<file path="src/rtl/gpio_pkg.sv">
// Package: shared register offsets for the GPIO port.
// Assumes a 2-bit register bus offset.
package gpio_pkg;
    localparam int ADDR_W = 2;
    typedef enum logic [ADDR_W-1:0] {
        OFS_PORT = 2'd0,
        OFS_LAT  = 2'd1,
        OFS_DIR  = 2'd2,
        OFS_NONE = 2'd3
    } gpio_ofs_e;
endpackage

</file>
<file path="src/rtl/gpio_sync.sv">
// Module: multi-stage synchronizer for asynchronous pad inputs.
// Assumes STAGES >= 1; flops clear to 0 on synchronous reset.
module gpio_sync #(
    parameter int WIDTH  = 8,
    parameter int STAGES = 2
) (
    input  logic             clk,
    input  logic             rst_n,
    input  logic [WIDTH-1:0] d,
    output logic [WIDTH-1:0] q
);
    logic [WIDTH-1:0] stage_q [STAGES];

    // First stage samples the raw pads.
    always_ff @(posedge clk) begin
        if (!rst_n) stage_q[0] <= '0;
        else        stage_q[0] <= d;
    end

    generate
        for (genvar s = 1; s < STAGES; s++) begin : g_stage
            // Each later stage re-times the one before it.
            always_ff @(posedge clk) begin
                if (!rst_n) stage_q[s] <= '0;
                else        stage_q[s] <= stage_q[s-1];
            end
        end
    endgenerate

    assign q = stage_q[STAGES-1];

    // first stage follows the pad one edge later
    a_r6_first_stage: assert property (@(posedge clk) disable iff (!rst_n)
        $past(rst_n) |-> stage_q[0] == $past(d));
endmodule

</file>
<file path="src/rtl/gpio_regs.sv">
// Module: output latch and direction register with write decode.
// Assumes a one-cycle write strobe; direction resets to all inputs.
module gpio_regs
    import gpio_pkg::*;
#(
    parameter int WIDTH = 8
) (
    input  logic              clk,
    input  logic              rst_n,
    input  logic              wr_en,
    input  logic [ADDR_W-1:0] addr,
    input  logic [WIDTH-1:0]  wdata,
    output logic [WIDTH-1:0]  lat_q,
    output logic [WIDTH-1:0]  dir_q
);
    logic lat_hit;
    logic dir_hit;

    // Decode: both port and latch offsets target the latch.
    always_comb begin
        lat_hit = wr_en && (addr == OFS_PORT || addr == OFS_LAT);
        dir_hit = wr_en && (addr == OFS_DIR);
    end

    // Output latch: clears on reset, loads on a hit.
    always_ff @(posedge clk) begin
        if (!rst_n)       lat_q <= '0;
        else if (lat_hit) lat_q <= wdata;
    end

    // Direction register: all ones (inputs) on reset.
    always_ff @(posedge clk) begin
        if (!rst_n)       dir_q <= '1;
        else if (dir_hit) dir_q <= wdata;
    end

    // write at port or latch offset lands in the latch
    a_r2_latch_write: assert property (@(posedge clk) disable iff (!rst_n)
        wr_en && (addr == OFS_PORT || addr == OFS_LAT) |=> lat_q == $past(wdata));
    // write at direction offset lands in the direction register
    a_r4_dir_write: assert property (@(posedge clk) disable iff (!rst_n)
        wr_en && addr == OFS_DIR |=> dir_q == $past(wdata));
    // no strobe, no change
    a_r10_hold: assert property (@(posedge clk) disable iff (!rst_n)
        !wr_en |=> $stable(lat_q) && $stable(dir_q));
    // unused offset leaves both registers alone
    a_r9_unused_ofs: assert property (@(posedge clk) disable iff (!rst_n)
        wr_en && addr == OFS_NONE |=> $stable(lat_q) && $stable(dir_q));
endmodule

</file>
<file path="src/rtl/gpio_padmux.sv">
// Module: selects pad drive between port registers and slave-port inputs.
// Assumes direction 1 = input; pin_out carries the latch in port mode.
module gpio_padmux #(
    parameter int WIDTH = 8
) (
    input  logic             psp_mode,
    input  logic [WIDTH-1:0] lat_q,
    input  logic [WIDTH-1:0] dir_q,
    input  logic [WIDTH-1:0] psp_oe,
    input  logic [WIDTH-1:0] psp_out,
    output logic [WIDTH-1:0] pin_oe,
    output logic [WIDTH-1:0] pin_out
);
    // Pad drive source select.
    always_comb begin
        if (psp_mode) begin
            pin_oe  = psp_oe;
            pin_out = psp_out;
        end else begin
            pin_oe  = ~dir_q;
            pin_out = lat_q;
        end
    end
endmodule

</file>
<file path="src/rtl/gpio_port.sv">
// Module: top of the bidirectional GPIO port with register bus access.
// Assumes pin_in is asynchronous; rdata is combinational from addr.
module gpio_port
    import gpio_pkg::*;
#(
    parameter int WIDTH       = 8,
    parameter int SYNC_STAGES = 2
) (
    input  logic              clk,
    input  logic              rst_n,
    input  logic              wr_en,
    input  logic [ADDR_W-1:0] addr,
    input  logic [WIDTH-1:0]  wdata,
    output logic [WIDTH-1:0]  rdata,
    input  logic [WIDTH-1:0]  pin_in,
    output logic [WIDTH-1:0]  pin_oe,
    output logic [WIDTH-1:0]  pin_out,
    input  logic              psp_mode,
    input  logic [WIDTH-1:0]  psp_oe,
    input  logic [WIDTH-1:0]  psp_out
);
    logic [WIDTH-1:0] lat_q;
    logic [WIDTH-1:0] dir_q;
    logic [WIDTH-1:0] pin_sync;

    gpio_sync #(.WIDTH(WIDTH), .STAGES(SYNC_STAGES)) u_sync (
        .clk(clk), .rst_n(rst_n), .d(pin_in), .q(pin_sync)
    );

    gpio_regs #(.WIDTH(WIDTH)) u_regs (
        .clk(clk), .rst_n(rst_n), .wr_en(wr_en), .addr(addr),
        .wdata(wdata), .lat_q(lat_q), .dir_q(dir_q)
    );

    gpio_padmux #(.WIDTH(WIDTH)) u_padmux (
        .psp_mode(psp_mode), .lat_q(lat_q), .dir_q(dir_q),
        .psp_oe(psp_oe), .psp_out(psp_out),
        .pin_oe(pin_oe), .pin_out(pin_out)
    );

    // Read multiplexer over the three register offsets.
    always_comb begin
        unique case (addr)
            OFS_PORT: rdata = pin_sync;
            OFS_LAT:  rdata = lat_q;
            OFS_DIR:  rdata = dir_q;
            default:  rdata = '0;
        endcase
    end

    // in port mode a driven pad shows the latch read back at offset 1
    a_r5_drive_latch: assert property (@(posedge clk) disable iff (!rst_n)
        !psp_mode && addr == OFS_LAT |-> (pin_out & pin_oe) == (rdata & pin_oe));
endmodule

</file>
<file path="config.mk">
export PLATFORM = sky130hd
export DESIGN_NAME = gpio_port
export DESIGN_NICKNAME = d
export VERILOG_FILES = /design/src/rtl/gpio_pkg.sv /design/src/rtl/gpio_sync.sv /design/src/rtl/gpio_regs.sv /design/src/rtl/gpio_padmux.sv /design/src/rtl/gpio_port.sv
export SDC_FILE = /design/constraint.sdc
export NUM_CORES = 1
export LEC_CHECK = 0
export CAP_MARGIN = 0
export CORE_UTILIZATION = 55
export DETAILED_ROUTE_END_ITERATION = 10
export DONT_BUFFER_PORTS = 1
export PLACE_DENSITY = 0.7
export SETUP_SLACK_MARGIN = 0.5
export SYNTH_ARGS = -nofsm -noshare
export SYNTH_HDL_FRONTEND = slang
export SYNTH_HIERARCHICAL = 1
export SYNTH_SLANG_ARGS = --single-unit
</file>
<file path="constraint.sdc">
create_clock -name clk -period 1.2 [get_ports clk]
set_input_delay 0.24 -clock clk [delete_from_list [all_inputs] [get_ports clk]]
set_output_delay 0.24 -clock clk [all_outputs]
set_load 0.01 [all_outputs]
</file>
==> results of run 1 <==
==> layer usage <==
metal,vias up,part of all wire,GRT usage
met5,-,0,0
met4,0,0.0087,0.132
met3,4,0.080,0.115
met2,44,0.51,0.413
met1,514,0.40,0.278
li1,523,-,-
==> state kept, by name, summed over array words and instances (netlist names) <==
register        cells
u_regs/dir_q        8
u_regs/lat_q        8
u_sync/stage_q     16
==> worst paths after layout <==
kind,cells past startpoint,to,startpoint,slack (ns)
max,2,rdata[6],u_regs/dir_q[6],-0.02
min,1,u_regs/dir_q[6],rst_n,-0.009
max reg2reg,3,u_regs/dir_q[6],u_regs/dir_q[6],0.47
min reg2reg,1,u_sync/stage_q[1][4],u_sync/stage_q[0][4],0.44
==> through the flow <==
| step | setup WS, ns | hold slack [ns] |
|---|---|---|
| 3_5_place_dp | 0.150 | 0.318 |
| 2_1_floorplan | 0.182 | 0.363 |
| 5_1_grt | -0.0744 | -0.0466 |
| 4_1_cts | -0.0186 | -0.0294 |
| 3_3_place_gp | 0.168 | 0.314 |
| 6_report | -0.0178 | -0.00924 |
==> power by group through the flow <==
| stage | Combinational, mW | Sequential (mW) | Clock (mW) |
|---|---|---|---|
| finish | 0.309 | 1.15 | 0.776 |
| CTS | 0.283 | 1.15 | 0.801 |
| global placement | 0.230 | 1.16 | 0 |
| floorplan | 0.270 | 1.16 | 0 |
| global route | 0.332 | 1.16 | 0.856 |
| detailed placement | 0.234 | 1.17 | 0 |
==> cells in the mapped netlist, types with 4 or more instances <==
cell,instances
a21boi_0,8
nand2_1,40
buf_2,4
buf_6,5
and2_1,4
mux2i_1,8
o21ai_0,8
dfxtp_1,32
mux2_4,4
and2_2,12
mux2_2,4
nand3_1,8
o2bb2ai_1,8
==> cell type report <==
cell class | count | area (µm²)
timing repair buffer | 10 | 106
fill | 163 | 669
multi-input combinational | 109 | 917
sequential | 32 | 671
tap | 30 | 37.5
clock buffer | 6 | 41.3
clock inverter | 2 | 35.0
==> cell families (layout without fill, tap and decap cells) <==
family          Yosys count  count (layout)  synth area share
simple gates             69              69             0.241
flops                    32              32             0.444
compound gates           24              24             0.118
mux                      16              16             0.128
buf+inv                  11              18            0.0685
==> timing repair <==
| action | CTS | global route |
|---|---|---|
| hold endpoints to repair | 8 | 8 |
| endpoints found under the setup margin | 24 | 31 |
| gates resized for setup | 39 | 22 |
| pin swaps | 12 | 7 |
| buffers inserted | 8 | 0 |
==> critical path, stage by stage (launching register included) <==
cell and delay [ns]:
dfxtp_4 0.39, mux2i_2 0.07, o2bb2ai_2 0.20
==> summary.md, run 1 <==
| Metric | Value |
|---|---|
| Crit path DAT | `0.98 ns` |
| CTS Buf Count | `5` |
| GPL Wtd Cong | `0.743` |
| Part of the power in registers | `0.514` |
| Psw | `0.517 mW` |
| Worst hold margin | `-0.00924 ns` |
| Die height | `53.2 µm` |
| Worst slew pin tran | `0.384 ns` |
| Gr usage total | `0.256` |
| CTS Root Cell | `clkbuf_4` |
| Number of port buffers | `0` |
| Boundary Pins | `62` |
| Clk Latency, worst-skew pair | `0.32 ns` |
| Final core utilization | `0.730` |
| Synth cell types | `20` |
| DRT antenna net count | `0` |
| Sequential area share after synthesis | `0.444` |
| Area Overhead vs Synth | `25.3%` |
| CP max FO | `3` |
| Tot Pwr | `2.23 mW` |
| Vias after detailed routing | `1,085` |
| DPL Wire Length | `2.07 mm` |
| Final setup violation count | `2` |
| Synth warn | `6` |
| Total Wirelength | `3.32 mm` |
| CTS tree | `yes` |
| Die Area | `0.00283 mm²` |
| Largest net degree at the start of global routing | `33` |
| Cell area after synthesis | `0.00144 mm²` |
| H-tree depth | `2` |
| Worst hold path class | `in2reg` |
| Startpoint Class | `register` |
| Max-slew violation count | `0` |
| Async S/R FF share, synth | `0` |
| CP required | `0.96 ns` |
| Skew final | `0.000487 ns` |
| Failing checks | `hold timing, setup timing` |
| Final Hold Fails | `8` |
| P_int | `1.72 mW` |
| Static leakage | `0.737 nW` |
| Clock power frac | `0.348` |
| Syn Area/Cell | `9.49 µm²` |
| Synth Flop Type | `dfxtp_1` |
| Grt ovf | `0` |
| Rows | `18` |
| Top post-synthesis cells by area | `dfxtp_1, nand2_1, and2_2` |
| Logic gate share of total power | `0.138` |
| Most frequent cells in the layout | `nand2_1, dfxtp_1, dfxtp_2, and2_2, mux2_4` |
| Status | `complete, but fails checks` |
| Reg clk slew, reported paths | `0.09 ns` |
| Vias in the first global route | `1,053` |
| Via-per-instance ratio | `5.74` |
| Core Area | `0.00248 mm²` |
| # diodes | `0` |
| Finished Layout Cells | `189` |
| Area leader, netlist | `dfxtp_1` |
| Setup tns final | `-0.0236 ns` |
| Leading cell type in the layout, fill and taps excluded | `nand2_1` |
| Sw Share | `0.232` |
| Synth Net Count | `190` |
| Die Wd | `53.2 µm` |
| First DRT Iteration DRCs | `16` |
| DRC | `0` |
| Final-stage net count | `196` |
| Final worst-path cycle share | `1.01` |
| CP endpoint kind | `output pin` |
| Critical path type | `reg2out` |
| Initial antenna violation count | `0` |
| Layout cells sized above 1 | `0.522` |
| Wire per inst | `17.6 µm` |
| Worst Setup Slack, final | `-0.0178 ns` |
| Max Cap Violations | `0` |
| Placed Area | `0.00147 mm²` |
| Yosys top cell area share | `0.444` |
| Post-Synthesis Cells | `152` |
| Starting density of the core | `0.582` |
| Post-route cell area | `0.00181 mm²` |
| Peak VDD IR | `1.28 mV` |
| Clock Path Buffers | `2` |
| RSZ-0062 raised after global routing | `true` |
| Fmax | `821 MHz` |
| Post-synth EDFFs | `0` |
| P per Cell Area | `1240 mW/mm²` |
| First-pass GRT wire length | `4.86 mm` |
| Post-Place Cells | `173` |
| Clock sinks | `32` |
| Drt pass-1 iters | `4` |
| Synthesized flop and latch total | `32` |
| Max-slew headroom | `0.744` |
| Min Tclk post-route | `1.22 ns` |
No activity file was read; power rests on OpenSTA's default activity.
==> run 2, diff against run 1 <==
- PLACE_DENSITY: 0.7 -> 0.73
- clock period: 1.2 -> 1 ns (I/O delays scaled with it)
==> run 2 against run 1 <==
  * The flow still finishes with violations (hold timing, setup timing)
  * Register-to-register slack lost 0.19 ns
  * Clock skew rose by 0.0026 ns
  * Count of clock-buffer cells in the layout rose by 1
  * First-iteration DRC count grew 94%
  * Cell count stayed put
  * Clock power is 0.9% higher
  * Sequential share of layout area up 0.33 points
  * Worst hold slack got worse by 0.055 ns
  * Power grew 14%
  * Utilization shrank 0.10 points
  * Critical path depth stayed put
  * Via count fell by 0.28%
  * Largest cell class unchanged
  * Highest routed layer unchanged
==> summary.md, run 2 (synthesized netlist as in run 1, its figures left out) <==
| Metric | Value |
|---|---|
| Worst hold margin | `-0.0647 ns` |
| CP max FO | `3` |
| Tot Pwr | `2.54 mW` |
| Routing usage on met2 | `0.392` |
| Number of port buffers | `0` |
| Static leakage | `0.735 nW` |
| # diodes | `0` |
| Worst slew pin tran | `0.409 ns` |
| Area Overhead vs Synth | `25.2%` |
| Final Hold Fails | `10` |
| CTS Root Cell | `clkbuf_4` |
| P per Cell Area | `1410 mW/mm²` |
| Pre-CTS WS | `0.0683 ns` |
| GR peak layer | `met2` |
| Hold-critical path depth | `1` |
| Max stage delay on crit path | `0.38 ns` |
| Vias after detailed routing | `1,082` |
| Core Area | `0.00248 mm²` |
| First DRT Iteration DRCs | `31` |
| Drt pass-1 iters | `4` |
| First-pass GRT wire length | `4.89 mm` |
| Most frequent cells in the layout | `nand2_1, dfxtp_2, and2_4, dfxtp_1, mux2_4` |
| Setup tns final | `-3.00 ns` |
| RR Endpoint | `u_regs/lat_q[0]` |
| Worst path slowest cell | `dfxtp_2` |
| CTS Buf Count | `5` |
| Final worst-path cycle share | `1.21` |
| Final-stage net count | `196` |
| Worst hold path class | `in2reg` |
| Max-slew headroom | `0.727` |
| Reg clk slew, reported paths | `0.10 ns` |
| Min Tclk post-route | `1.21 ns` |
| Worst Setup Slack, final | `-0.210 ns` |
| Fmax | `827 MHz` |
| Met1 Track Usage GR | `0.297` |
| Clock sinks | `32` |
| Peak VDD IR | `1.20 mV` |
| Status | `complete, but fails checks` |
| GPL Wtd Cong | `0.769` |
| Initial antenna violation count | `0` |
| Clk Latency, worst-skew pair | `0.33 ns` |
| R2r setup slk | `0.28 ns` |
| Clock Path Buffers | `2` |
| Total Wirelength | `3.26 mm` |
| Max-slew violation count | `0` |
| DPL Wire Length | `1.98 mm` |
| Failing checks | `hold timing, setup timing` |
| Largest net degree at the start of global routing | `33` |
| Vias in the first global route | `1,018` |
| Crit path DAT | `1.01 ns` |
| Worst Reg-to-Reg Cells | `3` |
| FILL cells | `175` |
| Crit path cell chain | `mux2i_2, o2bb2ai_2` |
| Boundary Pins | `62` |
| DRC | `0` |
| Leading cell type in the layout, fill and taps excluded | `nand2_1` |
| Die Wd | `53.2 µm` |
| M3 GR Usage | `0.0977` |
| Critical path type | `reg2out` |
| CP endpoint kind | `output pin` |
| CTS tree | `yes` |
| Final setup violation count | `24` |
| Layout cells sized above 1 | `0.604` |
| Rows | `18` |
| Max reg flops | `16` |
| Startpoint Class | `register` |
| HP Start | `rst_n` |
| Wire per inst | `17.2 µm` |
| Via-per-instance ratio | `5.72` |
| Die height | `53.2 µm` |
| Largest Register | `u_sync/stage_q` |
| Reg2reg start | `u_regs/lat_q[0]` |
| RSZ-0062 raised after global routing | `true` |
| Gr usage total | `0.255` |
| Grt ovf | `0` |
| Skew final | `0.00309 ns` |
| Max Cap Violations | `0` |
| Starting density of the core | `0.582` |
| Hold Path End | `u_regs/dir_q[0]` |
| Biggest regs | `u_sync/stage_q (16), u_regs/dir_q (8), u_regs/lat_q (8)` |
| DRT antenna net count | `0` |
| CP required | `0.80 ns` |
| H-tree depth | `2` |
| Die Area | `0.00283 mm²` |
==> run 2: repair_timing <==
item / in CTS / in global routing
buffers inserted: 7 / 0
setup endpoints to repair: 48 / 48
pin swaps: 29 / 3
hold endpoints to repair: 28 / 29
gates resized for setup: 47 / 22
==> run 2: how the worst max path moves through the flow <==
stage,from,endpoint,slack (ns),cells past startpoint
6_report,u_regs/dir_q[2],rdata[2],-0.21,2
5_1_grt,u_regs/dir_q[7],rdata[7],-0.24,2
4_1_cts,u_regs/dir_q[5],rdata[5],-0.18,2
3_5_place_dp,addr[0],rdata[7],0.07,2
3_3_place_gp,addr[0],rdata[7],0.08,2
2_1_floorplan,psp_mode,pin_out[3],0.06,3
==> run 2: worst max-delay path, delay by kind of cell (launching register included) <==
kind               cells  cell delay [ns]
muxes                  1             0.09
AOI/OAI and AO/OA      1             0.22
DFF                    1             0.38
==> run 2: cell type report <==
| class | instances | area (µm²) | area share |
|---|---|---|---|
| Clock inverter | 1 | 7.51 | 0.00416 |
| Tap cell | 30 | 37.5 | 0.0208 |
| Clock buffer | 7 | 55.1 | 0.0305 |
| Sequential cell | 32 | 676 | 0.374 |
| Timing Repair Buffer | 10 | 103 | 0.0568 |
| Multi-Input combinational cell | 109 | 927 | 0.514 |
==> run 2: power by group <==
| group | total (mW) | internal, mW | switching, mW | leakage [nW] |
|---|---|---|---|---|
| sequential | 1.38 | 1.34 | 0.0437 | 0.267 |
| combinational | 0.378 | 0.209 | 0.169 | 0.436 |
| clock | 0.783 | 0.344 | 0.439 | 0.0315 |
| total | 2.54 | 1.89 | 0.652 | 0.735 |
==> run 2: stage by stage <==
step           area, µm²  cells  hold slack, ns  utilization
2_1_floorplan       1570    152           0.323            -
3_3_place_gp        1490    174           0.275        0.603
3_5_place_dp        1490    174           0.278        0.603
4_1_cts             1740    189         -0.0628        0.703
5_1_grt             1810    189         -0.0960        0.729
6_report            1810    189         -0.0647        0.729
==> run 2: layer usage <==
| layer | wire [µm] | vias up | share of wire |
|---|---|---|---|
| li1 | - | 523 | - |
| met5 | 0 | - | 0 |
| met4 | 58 | 0 | 0.018 |
| met3 | 253 | 7 | 0.078 |
| met2 | 1570 | 52 | 0.48 |
| met1 | 1370 | 500 | 0.42 |
==> run 3, diff against run 2 <==
- GPL_TIMING_DRIVEN: default -> 0
==> run 3 against run 2 <==
  * Worst setup slack lost 0.019 ns
  * Sequential power hardly changed
  * The flow finishes with violations (setup timing)
  * Wire length rose by 11%
  * Largest power group unchanged
  * Via count up 8.9%
  * Worst hold slack improved by 0.067 ns
  * Cell count grew 7.4%
==> summary.md, run 3 (synthesized netlist as in run 1, its figures left out) <==
| Metric | Value |
|---|---|
| Boundary Pins | `62` |
| Most frequent cells in the layout | `nand2_1, dfxtp_2, dfxtp_1` |
| Layout cells sized above 1 | `0.636` |
| Final-stage net count | `210` |
| Core Area | `0.00248 mm²` |
| Gr usage total | `0.250` |
| Total Wirelength | `3.60 mm` |
| Peak VDD IR | `1.46 mV` |
| DR WL met3 | `239 µm` |
| Final Hold Fails | `0` |
| Leading cell type in the layout, fill and taps excluded | `nand2_1` |
| Fmax | `814 MHz` |
| CP endpoint kind | `output pin` |
| Clock Path Buffers | `2` |
| RSZ-0062 raised after global routing | `true` |
| Met1 WL | `1.40 mm` |
| Status | `complete, but fails checks` |
| Worst Setup Slack, final | `-0.229 ns` |
| Static leakage | `0.851 nW` |
| Worst hold path class | `in2reg` |
| Worst path slowest cell | `dfxtp_2` |
| Worst path top cell family by delay | `flip-flops` |
| Drt pass-1 iters | `4` |
| Final setup violation count | `24` |
| Vias in the first global route | `1,057` |
| H-tree depth | `2` |
| CTS Buf Count | `5` |
| Max stage delay on crit path | `0.35 ns` |
| Worst path bufs/invs | `0` |
| Rows | `18` |
| Final worst-path cycle share | `1.23` |
| Wire per inst | `17.8 µm` |
| Crit path cell chain | `mux2i_2, o2bb2ai_4` |
| DPL Wire Length | `2.12 mm` |
| Worst hold margin | `0.00200 ns` |
| Die height | `53.2 µm` |
| Failing checks | `setup timing` |
| Starting density of the core | `0.582` |
| Number of port buffers | `0` |
| First DRT Iteration DRCs | `20` |
| Worst slew pin tran | `0.271 ns` |
| # diodes | `0` |
| Largest net degree at the start of global routing | `15` |
| CP required | `0.80 ns` |
| Reg clk slew, reported paths | `0.11 ns` |
| Clock sinks | `32` |
| Startpoint Class | `register` |
| Largest Register | `u_sync/stage_q` |
| CP max FO | `3` |
| First-pass GRT wire length | `4.82 mm` |
| FILL cells | `142` |
| Post-route cell area | `0.00205 mm²` |
| Initial antenna violation count | `0` |
| Grt ovf | `0` |
| CTS Root Cell | `clkbuf_4` |
| Die Wd | `53.2 µm` |
| Critical path type | `reg2out` |
| Max reg flops | `16` |
| Area Overhead vs Synth | `41.8%` |
| P per Cell Area | `1460 mW/mm²` |
| Metal2 WL | `1.93 mm` |
| Skew final | `0.0107 ns` |
| DRC | `0` |
| Biggest regs | `u_sync/stage_q (16), u_regs/dir_q (8), u_regs/lat_q (8)` |
| Max-slew headroom | `0.816` |
| Via-per-instance ratio | `5.80` |
| Clk Latency, worst-skew pair | `0.33 ns` |
| Top sig layer | `met4` |
| Crit path DAT | `1.03 ns` |
| DRT antenna net count | `0` |
| Max Cap Violations | `0` |
| Min Tclk post-route | `1.23 ns` |
| GPL Wtd Cong | `0.761` |
| Max-slew violation count | `0` |
| Placed Area | `0.00161 mm²` |
| Vias after detailed routing | `1,178` |
| Die Area | `0.00283 mm²` |
| CTS tree | `yes` |
| Tot Pwr | `2.99 mW` |
-- run 3: cell types whose count changed in the layout (fill, tap and decap cells not counted), moves of 3 or more --
cell / change
o21ai_4: +4
buf_8: +3
dfxtp_2: -3
o21ai_2: -5
nand2_1: -3
buf_6: +5
-- run 3: final timing paths --
path	start	endpoint	slack, ns	depth (start not counted)
setup / recovery	u_regs/dir_q[1]	rdata[1]	-0.23	2
hold / removal	wdata[7]	u_regs/lat_q[7]	0.002	2
setup reg to reg	u_regs/dir_q[7]	u_regs/dir_q[7]	0.28	3
hold reg to reg	u_sync/stage_q[0][2]	u_sync/stage_q[1][2]	0.42	1
-- run 3: metal layers --
metal / track usage / up-vias
li1: - / 551
met1: 0.288 / 572
met2: 0.406 / 51
met3: 0.0833 / 4
met4: 0.127 / 0
met5: 0 / -
-- run 3: metrics by stage --
stage | setup WS [ns] | setup TNS (ns) | util | std cells
after global placement | -0.0173 | -0.0315 | 0.648 | 182
after floorplan | 0.0624 | 0 | - | 152
after detailed placement | -0.0236 | -0.0777 | 0.648 | 182
final | -0.229 | -3.22 | 0.826 | 203
after CTS | -0.191 | -3.18 | 0.764 | 197
after global routing | -0.272 | -4.22 | 0.826 | 203
-- run 3: power breakdown --
group | internal [mW] | leakage (nW) | switching, mW | total, mW
logic | 0.268 | 0.533 | 0.252 | 0.520
registers | 1.34 | 0.267 | 0.0434 | 1.38
clock network | 0.664 | 0.0515 | 0.428 | 1.09
-- run 3: layout make-up --
type / count / area [µm²] / area share
multi-input combinational: 109 / 968 / 0.473
sequential: 32 / 676 / 0.330
buffer: 11 / 136 / 0.0667
timing repair buffer: 13 / 133 / 0.0648
clock buffer: 7 / 65.1 / 0.0318
tap: 30 / 37.5 / 0.0183
clock inverter: 1 / 30.0 / 0.0147
-- run 3: timing repair --
| action | CTS | global route |
|---|---|---|
| resized for setup | 50 | 26 |
| buffers inserted | 7 | 6 |
| pin swaps | 24 | 17 |
| endpoints found under the hold margin | 25 | 22 |
| setup endpoints to repair | 48 | 48 |
